===== config.mk =====
export PLATFORM = sky130hd
export DESIGN_NAME = aivdm_sentence_fmt
export DESIGN_NICKNAME = d
export VERILOG_FILES = /design/src/rtl/aivdm_fmt_pkg.sv /design/src/rtl/aivdm_bit_packer.sv /design/src/rtl/aivdm_xor_sum.sv /design/src/rtl/aivdm_msg_seq.sv /design/src/rtl/aivdm_sentence_fmt.sv
export SDC_FILE = /design/constraint.sdc
export NUM_CORES = 1
export LEC_CHECK = 0
export ABC_AREA = 1
export BUFFER_PORTS_ARGS = -buffer_cell sky130_fd_sc_hd__clkbuf_2
export CAP_MARGIN = 25
export CORE_MARGIN = 3
export CORE_UTILIZATION = 56
export DETAILED_ROUTE_END_ITERATION = 8
export PLACE_DENSITY = 0.82
export SLEW_MARGIN = 20
export SYNTH_ARGS = -nofsm -noshare
export SYNTH_HDL_FRONTEND = slang
export SYNTH_SLANG_ARGS = --single-unit

===== constraint.sdc =====
create_clock -name clk -period 2.4 [get_ports clk]
set_input_delay 0.12 -clock clk [delete_from_list [all_inputs] [get_ports clk]]
set_output_delay 0.12 -clock clk [all_outputs]
set_load 0.05 [all_outputs]

===== src/rtl/aivdm_fmt_pkg.sv =====
package aivdm_fmt_pkg;

    localparam int BYTE_W  = 8;
    localparam int GROUP_W = 6;

    typedef enum logic [2:0] {
        ST_IDLE,
        ST_SIZE,
        ST_CHAN,
        ST_HEAD,
        ST_BODY,
        ST_TAIL,
        ST_FINISH
    } fmt_state_e;

    localparam logic [7:0] CH_DOLLAR = 8'h24;
    localparam logic [7:0] CH_COMMA  = 8'h2C;
    localparam logic [7:0] CH_STAR   = 8'h2A;
    localparam logic [7:0] CH_CR     = 8'h0D;
    localparam logic [7:0] CH_LF     = 8'h0A;
    localparam logic [7:0] CH_ZERO   = 8'h30;
    localparam logic [7:0] CH_UPA    = 8'h41;

    // six-bit armoring: v+48, with a gap of 8 above value 39
    function automatic logic [7:0] armor6(input logic [5:0] v);
        logic [7:0] w;
        w = {2'b00, v};
        return (v > 6'd39) ? (w + 8'd56) : (w + 8'd48);
    endfunction

    function automatic logic [7:0] hex_digit(input logic [3:0] n);
        logic [7:0] w;
        w = {4'h0, n};
        return (n < 4'd10) ? (w + 8'h30) : (w + 8'h37);
    endfunction

endpackage


===== src/rtl/aivdm_bit_packer.sv =====
module aivdm_bit_packer
    import aivdm_fmt_pkg::*;
(
    input  logic        clk,
    input  logic        rst_n,
    input  logic        clr,
    input  logic        load,
    input  logic [7:0]  load_byte,
    input  logic        take,
    output logic [3:0]  bit_cnt,
    output logic [5:0]  group,
    output logic [2:0]  pad_bits
);
    localparam int ACC_W  = GROUP_W + BYTE_W - 1;
    localparam int KEEP_W = ACC_W - BYTE_W;

    logic [ACC_W-1:0] acc_q;
    logic [3:0]       cnt_q;
    logic [ACC_W-1:0] shifted;

    always_ff @(posedge clk or negedge rst_n) begin
        if (!rst_n) begin
            acc_q <= '0;
            cnt_q <= '0;
        end else if (clr) begin
            acc_q <= '0;
            cnt_q <= '0;
        end else if (load) begin
            acc_q <= {acc_q[KEEP_W-1:0], load_byte};
            cnt_q <= cnt_q + 4'd8;
        end else if (take) begin
            cnt_q <= (cnt_q >= 4'd6) ? (cnt_q - 4'd6) : 4'd0;
        end
    end

    always_comb begin
        if (cnt_q >= 4'd6) begin
            shifted  = acc_q >> (cnt_q - 4'd6);
            pad_bits = 3'd0;
        end else begin
            shifted  = acc_q << (4'd6 - cnt_q);
            pad_bits = 3'(4'd6 - cnt_q);
        end
    end

    assign group   = shifted[GROUP_W-1:0];
    assign bit_cnt = cnt_q;

endmodule


===== src/rtl/aivdm_xor_sum.sv =====
module aivdm_xor_sum (
    input  logic       clk,
    input  logic       rst_n,
    input  logic       clr,
    input  logic       upd,
    input  logic [7:0] ch,
    output logic [7:0] sum
);
    always_ff @(posedge clk or negedge rst_n) begin
        if (!rst_n)   sum <= '0;
        else if (clr) sum <= '0;
        else if (upd) sum <= sum ^ ch;
    end
endmodule


===== src/rtl/aivdm_msg_seq.sv =====
module aivdm_msg_seq #(
    parameter int MAX_ID = 9,
    localparam int ID_W  = $clog2(MAX_ID + 1)
) (
    input  logic            clk,
    input  logic            rst_n,
    input  logic            bump,
    output logic [ID_W-1:0] id
);
    always_ff @(posedge clk or negedge rst_n) begin
        if (!rst_n)
            id <= '0;
        else if (bump)
            id <= (id >= ID_W'(MAX_ID)) ? ID_W'(1) : id + ID_W'(1);
    end
endmodule


===== src/rtl/aivdm_sentence_fmt.sv =====
module aivdm_sentence_fmt
    import aivdm_fmt_pkg::*;
#(
    parameter int LEN_W    = 10,
    parameter int CHUNK    = 42,
    parameter int MAX_FRAG = 9
) (
    input  logic             clk,
    input  logic             rst_n,
    input  logic             start,
    input  logic [LEN_W-1:0] pkt_len,
    output logic             busy,
    output logic             rd_req,
    input  logic [7:0]       rd_data,
    input  logic             rd_vld,
    output logic [7:0]       tx_data,
    output logic             tx_valid,
    input  logic             tx_ready,
    output logic             done,
    output logic             dropped
);
    localparam int CNT_W  = $clog2(CHUNK + 1);
    localparam int FRAG_W = $clog2(MAX_FRAG + 1);
    localparam logic [3:0] HEAD_LAST = 4'd14;
    localparam logic [3:0] TAIL_LAST = 4'd6;

    fmt_state_e state_q, state_d;

    logic [LEN_W-1:0]  size_left_q, pay_left_q;
    logic [CNT_W-1:0]  frag_left_q, chunk_now;
    logic [FRAG_W-1:0] frag_total_q, frag_no_q;
    logic [7:0]        chan_q;
    logic [3:0]        step_q;
    logic [2:0]        fill_q;
    logic              drop_q;

    logic              hs, frag_begin, csum_upd, pk_load, pk_take, seq_bump;
    logic              short_pkt, size_over;
    logic [3:0]        pk_cnt;
    logic [5:0]        pk_group;
    logic [2:0]        pk_pad;
    logic [7:0]        csum;
    logic [FRAG_W-1:0] seq_id;

    assign hs        = tx_valid && tx_ready;
    assign short_pkt = pkt_len < LEN_W'(4);
    assign size_over = size_left_q > LEN_W'(CHUNK);
    assign chunk_now = (pay_left_q > LEN_W'(CHUNK)) ? CNT_W'(CHUNK)
                                                    : pay_left_q[CNT_W-1:0];
    assign frag_begin = (state_q == ST_CHAN && rd_vld) ||
                        (state_q == ST_TAIL && hs && step_q == TAIL_LAST &&
                         pay_left_q != '0);
    assign seq_bump = (state_q == ST_SIZE) && !size_over &&
                      (frag_total_q > FRAG_W'(1));
    assign pk_load  = (state_q == ST_BODY) && rd_req && rd_vld;
    assign pk_take  = (state_q == ST_BODY) && hs;
    assign csum_upd = hs && ((state_q == ST_HEAD && step_q != 4'd0) ||
                             state_q == ST_BODY ||
                             (state_q == ST_TAIL && step_q < 4'd2));

    aivdm_bit_packer u_packer (
        .clk       (clk),
        .rst_n     (rst_n),
        .clr       (frag_begin),
        .load      (pk_load),
        .load_byte (rd_data),
        .take      (pk_take),
        .bit_cnt   (pk_cnt),
        .group     (pk_group),
        .pad_bits  (pk_pad)
    );

    aivdm_xor_sum u_sum (
        .clk   (clk),
        .rst_n (rst_n),
        .clr   (frag_begin),
        .upd   (csum_upd),
        .ch    (tx_data),
        .sum   (csum)
    );

    aivdm_msg_seq #(.MAX_ID(MAX_FRAG)) u_seq (
        .clk   (clk),
        .rst_n (rst_n),
        .bump  (seq_bump),
        .id    (seq_id)
    );

    // state register
    always_ff @(posedge clk or negedge rst_n) begin
        if (!rst_n) state_q <= ST_IDLE;
        else        state_q <= state_d;
    end

    // next-state logic
    always_comb begin
        state_d = state_q;
        unique case (state_q)
            ST_IDLE:   if (start) state_d = short_pkt ? ST_FINISH : ST_SIZE;
            ST_SIZE: begin
                if (!size_over)
                    state_d = ST_CHAN;
                else if (frag_total_q == FRAG_W'(MAX_FRAG))
                    state_d = ST_FINISH;
            end
            ST_CHAN:   if (rd_vld) state_d = ST_HEAD;
            ST_HEAD:   if (hs && step_q == HEAD_LAST) state_d = ST_BODY;
            ST_BODY:   if (pk_cnt == 4'd0 && frag_left_q == '0) state_d = ST_TAIL;
            ST_TAIL: begin
                if (hs && step_q == TAIL_LAST)
                    state_d = (pay_left_q != '0) ? ST_HEAD : ST_FINISH;
            end
            ST_FINISH: state_d = ST_IDLE;
            default:   state_d = ST_IDLE;
        endcase
    end

    // output logic
    always_comb begin
        tx_valid = 1'b0;
        tx_data  = CH_COMMA;
        rd_req   = 1'b0;
        done     = 1'b0;
        dropped  = 1'b0;
        busy     = (state_q != ST_IDLE);
        unique case (state_q)
            ST_IDLE, ST_SIZE: ;
            ST_CHAN: rd_req = 1'b1;
            ST_HEAD: begin
                tx_valid = 1'b1;
                unique case (step_q)
                    4'd0:    tx_data = CH_DOLLAR;
                    4'd1:    tx_data = 8'h41;
                    4'd2:    tx_data = 8'h49;
                    4'd3:    tx_data = 8'h56;
                    4'd4:    tx_data = 8'h44;
                    4'd5:    tx_data = 8'h4D;
                    4'd7:    tx_data = CH_ZERO + 8'(frag_total_q);
                    4'd9:    tx_data = CH_ZERO + 8'(frag_no_q);
                    4'd11:   tx_data = CH_ZERO + 8'(seq_id);
                    4'd13:   tx_data = CH_UPA + chan_q;
                    default: tx_data = CH_COMMA;
                endcase
            end
            ST_BODY: begin
                if (pk_cnt >= 4'd6 || (frag_left_q == '0 && pk_cnt != 4'd0)) begin
                    tx_valid = 1'b1;
                    tx_data  = armor6(pk_group);
                end else if (frag_left_q != '0) begin
                    rd_req = 1'b1;
                end
            end
            ST_TAIL: begin
                tx_valid = 1'b1;
                unique case (step_q)
                    4'd1:    tx_data = CH_ZERO + 8'(fill_q);
                    4'd2:    tx_data = CH_STAR;
                    4'd3:    tx_data = hex_digit(csum[7:4]);
                    4'd4:    tx_data = hex_digit(csum[3:0]);
                    4'd5:    tx_data = CH_CR;
                    4'd6:    tx_data = CH_LF;
                    default: tx_data = CH_COMMA;
                endcase
            end
            ST_FINISH: begin
                done    = 1'b1;
                dropped = drop_q;
            end
            default: ;
        endcase
    end

    // datapath registers
    always_ff @(posedge clk or negedge rst_n) begin
        if (!rst_n) begin
            size_left_q  <= '0;
            pay_left_q   <= '0;
            frag_left_q  <= '0;
            frag_total_q <= '0;
            frag_no_q    <= '0;
            chan_q       <= '0;
            step_q       <= '0;
            fill_q       <= '0;
            drop_q       <= 1'b0;
        end else begin
            if (state_q == ST_IDLE && start) begin
                size_left_q  <= pkt_len - LEN_W'(3);
                pay_left_q   <= pkt_len - LEN_W'(3);
                frag_total_q <= FRAG_W'(1);
                drop_q       <= short_pkt;
            end
            if (state_q == ST_SIZE && size_over) begin
                size_left_q  <= size_left_q - LEN_W'(CHUNK);
                frag_total_q <= frag_total_q + FRAG_W'(1);
                if (frag_total_q == FRAG_W'(MAX_FRAG)) drop_q <= 1'b1;
            end
            if (state_q == ST_CHAN && rd_vld) begin
                chan_q    <= rd_data;
                frag_no_q <= FRAG_W'(1);
            end
            if (state_q == ST_HEAD && hs) begin
                if (step_q == HEAD_LAST)
                    step_q <= 4'd0;
                else if (step_q == 4'd10 && frag_total_q == FRAG_W'(1))
                    step_q <= 4'd12;
                else
                    step_q <= step_q + 4'd1;
            end
            if (pk_load) frag_left_q <= frag_left_q - CNT_W'(1);
            if (pk_take && pk_cnt < 4'd6) fill_q <= pk_pad;
            if (state_q == ST_TAIL && hs) begin
                step_q <= step_q + 4'd1;
                if (step_q == TAIL_LAST && pay_left_q != '0)
                    frag_no_q <= frag_no_q + FRAG_W'(1);
            end
            if (frag_begin) begin
                frag_left_q <= chunk_now;
                pay_left_q  <= pay_left_q - LEN_W'(chunk_now);
                step_q      <= 4'd0;
                fill_q      <= 3'd0;
            end
        end
    end

endmodule


# [Yosys cells after proc, flatten, opt, wreduce, memory -nomap -nowiden]
# Cells that the tools add are included.
[word_totals] ff_bits=82 in_bits=23 word_cells=178
[op_classes] add_sub_neg=22 n_lt_le_gt_ge=11 eq_ne=26 n_shift=2 mux=56 bitwise_logic=1 reduce_logical=46
[op_table] cell="case mux 8 bit (10 select lines)" count=1
[op_table] cell="2-to-1 mux 4 bit" count=15
[op_table] cell="case mux 7 bit (6 select lines)" count=1
[op_table] cell="2-to-1 mux 3 bit" count=12
[op_table] cell="2-to-1 mux 10 bit" count=3
[op_table] cell="adder 4 x 6 -> 7 bit (second input constant)" count=4
[op_table] cell="2-to-1 mux 7 bit" count=4
[op_table] cell="2-to-1 mux 13 bit" count=2
[op_table] cell="equality test 4 bit (second input constant)" count=6
[op_table] cell="2-to-1 mux 6 bit" count=4
[op_table] cell="case mux 8 bit (3 select lines)" count=1
[op_table] cell="logical AND 1 bit" count=23
[op_table] cell="adder 6 x 4 -> 7 bit (first input constant)" count=3
[op_table] cell="> comparator 10 x 6 -> 1 bit (second input constant)" count=2
[op_table] cell="case mux 3 bit (6 select lines)" count=1
[op_table] cell="adder 4 x 1 -> 4 bit (second input constant)" count=4
[op_table] cell="equality test 4 x 3 -> 1 bit (second input constant)" count=4
[op_table] cell="2-to-1 mux 8 bit" count=2
[op_table] cell="adder 6 x 6 -> 7 bit (second input constant)" count=2
[op_table] cell="<< shifter 13 x 4 -> 6 bit" count=1
[op_table] cell="right shift 13 x 4 -> 6 bit" count=1
[op_table] cell="less-than comparator 10 x 3 -> 1 bit (second input constant)" count=1
[op_table] cell="nonzero test 10 bit" count=1
[op_table] cell="nonzero test 2 bit" count=5
[op_table] cell="37 further kinds" count=61

# [Logic depth before layout (Yosys ltp)]
[logic_depth] word_depth=11 depth_mapped=20 ltp_nobuf=20

# [Hierarchy]
# A second synthesis with hierarchy kept.
[unflattened] cells_unflattened=861 hier_area_um2=6164.7
[by_module_without_submodules] module="aivdm_sentence_fmt" instances=1 cells_per_inst=629 area_per_inst_um2=4364.2
[by_module_without_submodules] module="aivdm_bit_packer" instances=1 cells_per_inst=157 area_per_inst_um2=1174.9
[by_module_without_submodules] module="aivdm_xor_sum" instances=1 cells_per_inst=43 area_per_inst_um2=381.6
[by_module_without_submodules] module="aivdm_msg_seq" instances=1 cells_per_inst=32 area_per_inst_um2=244.0

# [Worst setup path after synthesis]
# No wires, ideal clock.
[synth_timing] path_type="reg-to-reg" startpoint="register u_packer.cnt_q[1] (netlist: u_packer.bit_cnt[1])" endpoint="register u_sum.sum[6]" setup_time_ps=126 arrival_ps=2635 t_required_ps=2274 slack_ps=-361 stages_incl_launch_ff=12 path_cell_list="dfrtp_1 > ha_1 > clkinv_1 > nand3_1 > nand3_1 > nand2_1 > nand2_1 > ha_1 > o221ai_1 > nand2_1 > o21ai_1 > a21oi_1"
[synth_via] elab_cells_between_ends=27 classes_between="add/sub (4); order compare (2); shift (2); mux (8); bitwise (1); reduce/logical (10)"
[synth_rtl] item="start, declared" line_no="aivdm_bit_packer.sv:18" text="logic [3:0] cnt_q;"
[synth_rtl] item="start signal, assigned" line_no="aivdm_bit_packer.sv:30" text="cnt_q <= cnt_q + 4'd8;"
[synth_rtl] item="start signal, assigned" line_no="aivdm_bit_packer.sv:32" text="cnt_q <= (cnt_q >= 4'd6) ? (cnt_q - 4'd6) : 4'd0;"
[synth_rtl] item="subtractor 3 x 4 -> 4 bit / subtractor 4 x 3 -> 4 bit (equally long branches)" line_no="aivdm_bit_packer.sv:41, aivdm_bit_packer.sv:38"
[synth_rtl] item="<< shifter 13 x 4 -> 6 bit / right shift 13 x 4 -> 6 bit (equally long branches)" line_no="aivdm_bit_packer.sv:41, aivdm_bit_packer.sv:38"
[synth_rtl] item="2-to-1 mux 6 bit" line_no="aivdm_bit_packer.sv:37" text="if (cnt_q >= 4'd6) begin"
[synth_rtl] item="adder 6 x 6 -> 7 bit / > comparator 6 bit (equally long branches)" line_no="aivdm_fmt_pkg.sv:28" text="return (v > 6'd39) ? (w + 8'd56) : (w + 8'd48);"
[synth_rtl] item="2-to-1 mux 7 bit" line_no="aivdm_fmt_pkg.sv:28"
[synth_rtl] item="2-to-1 mux 7 bit *" line_no="aivdm_sentence_fmt.sv:146" text="if (pk_cnt >= 4'd6 || (frag_left_q == '0 && pk_cnt != 4'd0)) begin"
[synth_rtl] item="case mux 8 bit (3 select lines) *" line_no="aivdm_sentence_fmt.sv:126" text="unique case (state_q)"
[synth_rtl] item="net tx_data[6]" line_no="aivdm_sentence_fmt.sv:16" text="output logic [7:0] tx_data,"
[synth_rtl] item="bitwise XOR 8 bit *" line_no="aivdm_xor_sum.sv:12" text="else if (upd) sum <= sum ^ ch;"
[synth_rtl] item="2-to-1 mux 8 bit *" line_no="aivdm_xor_sum.sv:12"
[synth_rtl] item="2-to-1 mux 8 bit *" line_no="aivdm_xor_sum.sv:11" text="else if (clr) sum <= '0;"
[synth_rtl] item="end signal, assigned" line_no="aivdm_xor_sum.sv:12"
[synth_rtl] item="end, declared" line_no="aivdm_xor_sum.sv:7" text="output logic [7:0] sum"
# The timed path passes the listed nets; every way through them passes the cells marked *. The select of a mux whose other input is x is not followed.
# A chain may end at the register's enable or synchronous reset.

# [Final worst setup path]
[layout_timing] startpoint="register u_packer.cnt_q[1] (netlist: u_packer.bit_cnt[1])" endpoint="output tx_data[5]"
[layout_via] elab_chain_len=7 elab_cells_between_ends=15 classes_between="add/sub (4); order compare (2); shift (2); mux (4); reduce/logical (3)"
[layout_rtl] item="subtractor 3 x 4 -> 4 bit / subtractor 4 x 3 -> 4 bit (equally long branches)" line_no="aivdm_bit_packer.sv:41, aivdm_bit_packer.sv:38"
[layout_rtl] item="<< shifter 13 x 4 -> 6 bit / right shift 13 x 4 -> 6 bit (equally long branches)" line_no="aivdm_bit_packer.sv:41, aivdm_bit_packer.sv:38"
[layout_rtl] item="2-to-1 mux 6 bit" line_no="aivdm_bit_packer.sv:37"
[layout_rtl] item="adder 6 x 6 -> 7 bit / > comparator 6 bit (equally long branches)" line_no="aivdm_fmt_pkg.sv:28"
[layout_rtl] item="2-to-1 mux 7 bit" line_no="aivdm_fmt_pkg.sv:28"
[layout_rtl] item="2-to-1 mux 7 bit *" line_no="aivdm_sentence_fmt.sv:146"
[layout_rtl] item="case mux 8 bit (3 select lines) *" line_no="aivdm_sentence_fmt.sv:126"
[layout_rtl] item="end, declared" line_no="aivdm_sentence_fmt.sv:16"
# Every way passes the cells marked *; elsewhere a longest branch is shown, timed or not.

==> results.toml <==
[status]
status = "finished with violations"
violations = "negative setup slack"

[detailed_routing]
vias_per_cell = 5.74
vias = 5980
remaining_drc_errors = 0
wire_per_inst_um = 15.6
drt-total-wl_mm = 16.2
drtIter0Drc = 389
firstDrtPassIters = 5
ant_nets = 0

[setup_path]
start_kind = "flop"
r2r-end = "u_sum.sum[5]"
critPathKind = "reg2out"
r2r_slack_ns = 0.02
r2r_start = "u_packer.bit_cnt[1]"
cp.arrival_ns = 2.48
crit_fanout = 7
worstSetupEndpointType = "output pin"
critical_path_required_ns = 2.28
rr_worst_depth = 16

[synthesis]
ys_seq_elements = 81
synth_cells = 829
synth_area_leader_cell = "dfrtp_1"
synth_edf_count = 0
synth_ff_type = "dfrtp_1"
yosys.area.top_type_share_pct = 34.2
synth_area_leaders = "dfrtp_1, nand2_1, inv_1, nand3_1, ha_1"
syn_area_mm2 = 0.00593
synth_cell_types = 59
synth_nets = 874
avgSynthCellArea_um2 = 7.16
seq_area_frac_synth_pct = 34.2
ys_warn_count = 0
async_reset_ff_share_pct = 100

[min_path]
whs_endpoint = "chan_q[5]"
hold_start = "rd_data[5]"
hold_depth = 3
hold_class = "in2reg"

[floorplanning]
core_area_mm2 = 0.0100
die-width_um = 109
start_util_pct = 59.1
dieArea_mm2 = 0.0119
ios = 36
die_y_um = 109
rows = 36

[grt]
grt_util_met2_pct = 46.2
use_met3_pct = 5.86
grt_antenna_before_repair = 0
grt_pass1_vias = 5665
busiest_layer = "met2"
grt_max_degree = 52
grt_pass1_wl_mm = 26.6
grt_usage_pct = 28.4
gr-total-overflow = 0
use_met1_pct = 37.6

[cts]
cts.sinks = 81
clkTransAtPathRegs_ns = 0.08
tritoncts = "yes"
clk_latency_ns = 0.37
root_buffer = "clkbuf_8"
clk_path_buf_depth = 2
numCtsBuffers = 9
htreeDepth = 3

[placed_design]
hpwl_mm = 11.7
gp_congestion = 0.960
portBuffers = 35

[run]
maxCapViolations = 0

[timing]
fin_crit_sh_pct = 108
fmax_ghz = 0.385
setup_ws_ns = -0.196
rsz0062_at_grt = "yes"
relSlewSlack_pct = 53.9
period_needed_ns = 2.60
drv_slew = 0
tightestPinTransition_ns = 0.692
fin_worst_skew_ns = 0.0163
hold_violations = 0
setup_viol = 3
whs_ns = 0.0111

[cells_and_area]
nets = 949
area_growth_pct = 19.1
drive_gt1_share_pct = 23.1
diodes = 0

[pwr]
ir_worst_vdd_uv = 1090
power_leakage_uw = 0.00341
finalPower_uw = 10300
power_density_mw_per_mm2 = 1460
-- worst max-delay path: stages, from the launching register on --
cell and delay [ns]:
dfrtp_1 0.43, buf_6 0.16, buf_6 0.12, o211ai_1 0.16, nand3_1 0.13, nand2_2 0.13, ha_4 0.14, nand3_2 0.08
nor2_2 0.12, nand3_2 0.12, nand3_1 0.13, nand3_2 0.08, nand2_2 0.08, nand2_4 0.06, clkbuf_16 0.17
-- placed cells by master (no fill, tap or decap), drive strengths merged, types with 2 or more instances in the layout --
master,Yosys,routed
o2111ai,3,3
xnor2,5,5
bufinv,0,2
nor3b,2,2
o21bai,2,2
a21oi,34,34
a22oi,2,2
o211ai,11,11
a31oi,2,2
o32ai,2,2
nand3b,4,4
nor2,77,77
o22ai,16,16
nor3,14,14
ha,22,22
nand4,20,20
inv,121,123
nand3,69,69
clkbuf,2,41
dfrtp,81,81
buf,11,47
nand2,221,221
xor2,12,12
o31ai,2,2
o221ai,9,9
nor4,2,2
o21ai,67,67
-- report_power, final --
part | internal, uW | total (uW) | switching, uW
Sequential | 1970 | 2590 | 627
Combinational | 2500 | 6550 | 4050
Clock | 646 | 1170 | 522
Total | 5120 | 10300 | 5200
-- how the worst max path moves through the flow --
stage / depth (start not counted) / startpoint / endpoint / slack (ns)
4_1_cts: 15 / u_packer.bit_cnt[1] / tx_data[3] / -0.18
5_1_grt: 15 / u_packer.bit_cnt[1] / tx_data[3] / -0.35
3_5_place_dp: 15 / u_packer.bit_cnt[1] / tx_data[5] / 0.01
3_3_place_gp: 15 / u_packer.bit_cnt[1] / tx_data[5] / 0.06
6_report: 14 / u_packer.bit_cnt[1] / tx_data[5] / -0.20
2_1_floorplan: 14 / u_packer.bit_cnt[1] / u_sum.sum[6] / -0.0006
-- area by class of cell --
class	count	area, um^2
multi-input cells	613	3570
fillers	824	2980
flip-flops and latches	81	2030
repair buffers	77	599
inverters	122	468
well taps	133	166
clock buffers	12	155
clock inverters	4	73.8
-- cell usage after synthesis, types with 3 or more instances --
library cell / instances
dfrtp_1: 81
nand4_1: 18
nand2_4: 4
nand2_2: 9
xnor2_1: 5
nor2_4: 8
nand3_1: 67
o21ai_0: 42
nand2_1: 208
inv_1: 92
o221ai_1: 9
o211ai_1: 11
nor3_1: 12
buf_2: 6
o2111ai_1: 3
nand3b_1: 4
xor2_1: 12
nor2_2: 4
a21oi_1: 33
buf_4: 3
ha_1: 22
o21ai_1: 23
nor2_1: 63
o22ai_1: 16
inv_2: 27
-- logic make-up (layout without fill, tap and decap cells) --
kind of cell	after synthesis	in the layout	synth area share (%)
XOR/XNOR	17	17	2.51
AND/OR/NAND/NOR	412	412	32.5
flip-flops	81	81	34.2
AO/OA/AOI/OAI	159	159	16.5
other	1	1	0.0632
multiplexers	2	2	0.359
buffers and inverters	135	215	9.20
adder cells (fa/ha/maj)	22	22	4.64
-- routing by layer --
layer	share of wire (%)	wire (um)	up-vias
met2	47	7630	221
met1	44	7100	2790
met4	2.6	416	0
met3	6.7	1090	45
li1	-	-	2924
met5	0	0	-
-- registers in the layout (all words and copies together), names as in the netlist, 4 cells and up --
signal          count
step_q              4
chan_q              8
pay_left_q         10
u_packer.acc_q     13
frag_no_q           4
u_sum.sum           8
size_left_q        10
frag_total_q        4
u_seq.id            4
frag_left_q         6
-- timing repair --
action                                 CTS  global route
cloned                                   1             0
resized for setup                       36            38
endpoints found under the hold margin   50             0
buffers inserted                         9             5
pin swaps                               16             9
setup endpoints to repair                7            16
hold buffers                             1             0
-- through the flow --
step	util (%)	setup TNS, ns	instances	setup WS, ns	instance area [um^2]
after floorplan	-	-0.000643	829	-0.000643	5960
after global placement	64.3	0	1010	0.0641	6460
after detailed placement	64.3	0	1010	0.0139	6460
after CTS	68.8	-0.496	1037	-0.184	6910
after global routing	70.3	-1.27	1042	-0.350	7060
final	70.3	-0.543	1042	-0.196	7060
(Power assumes the default switching activity.)
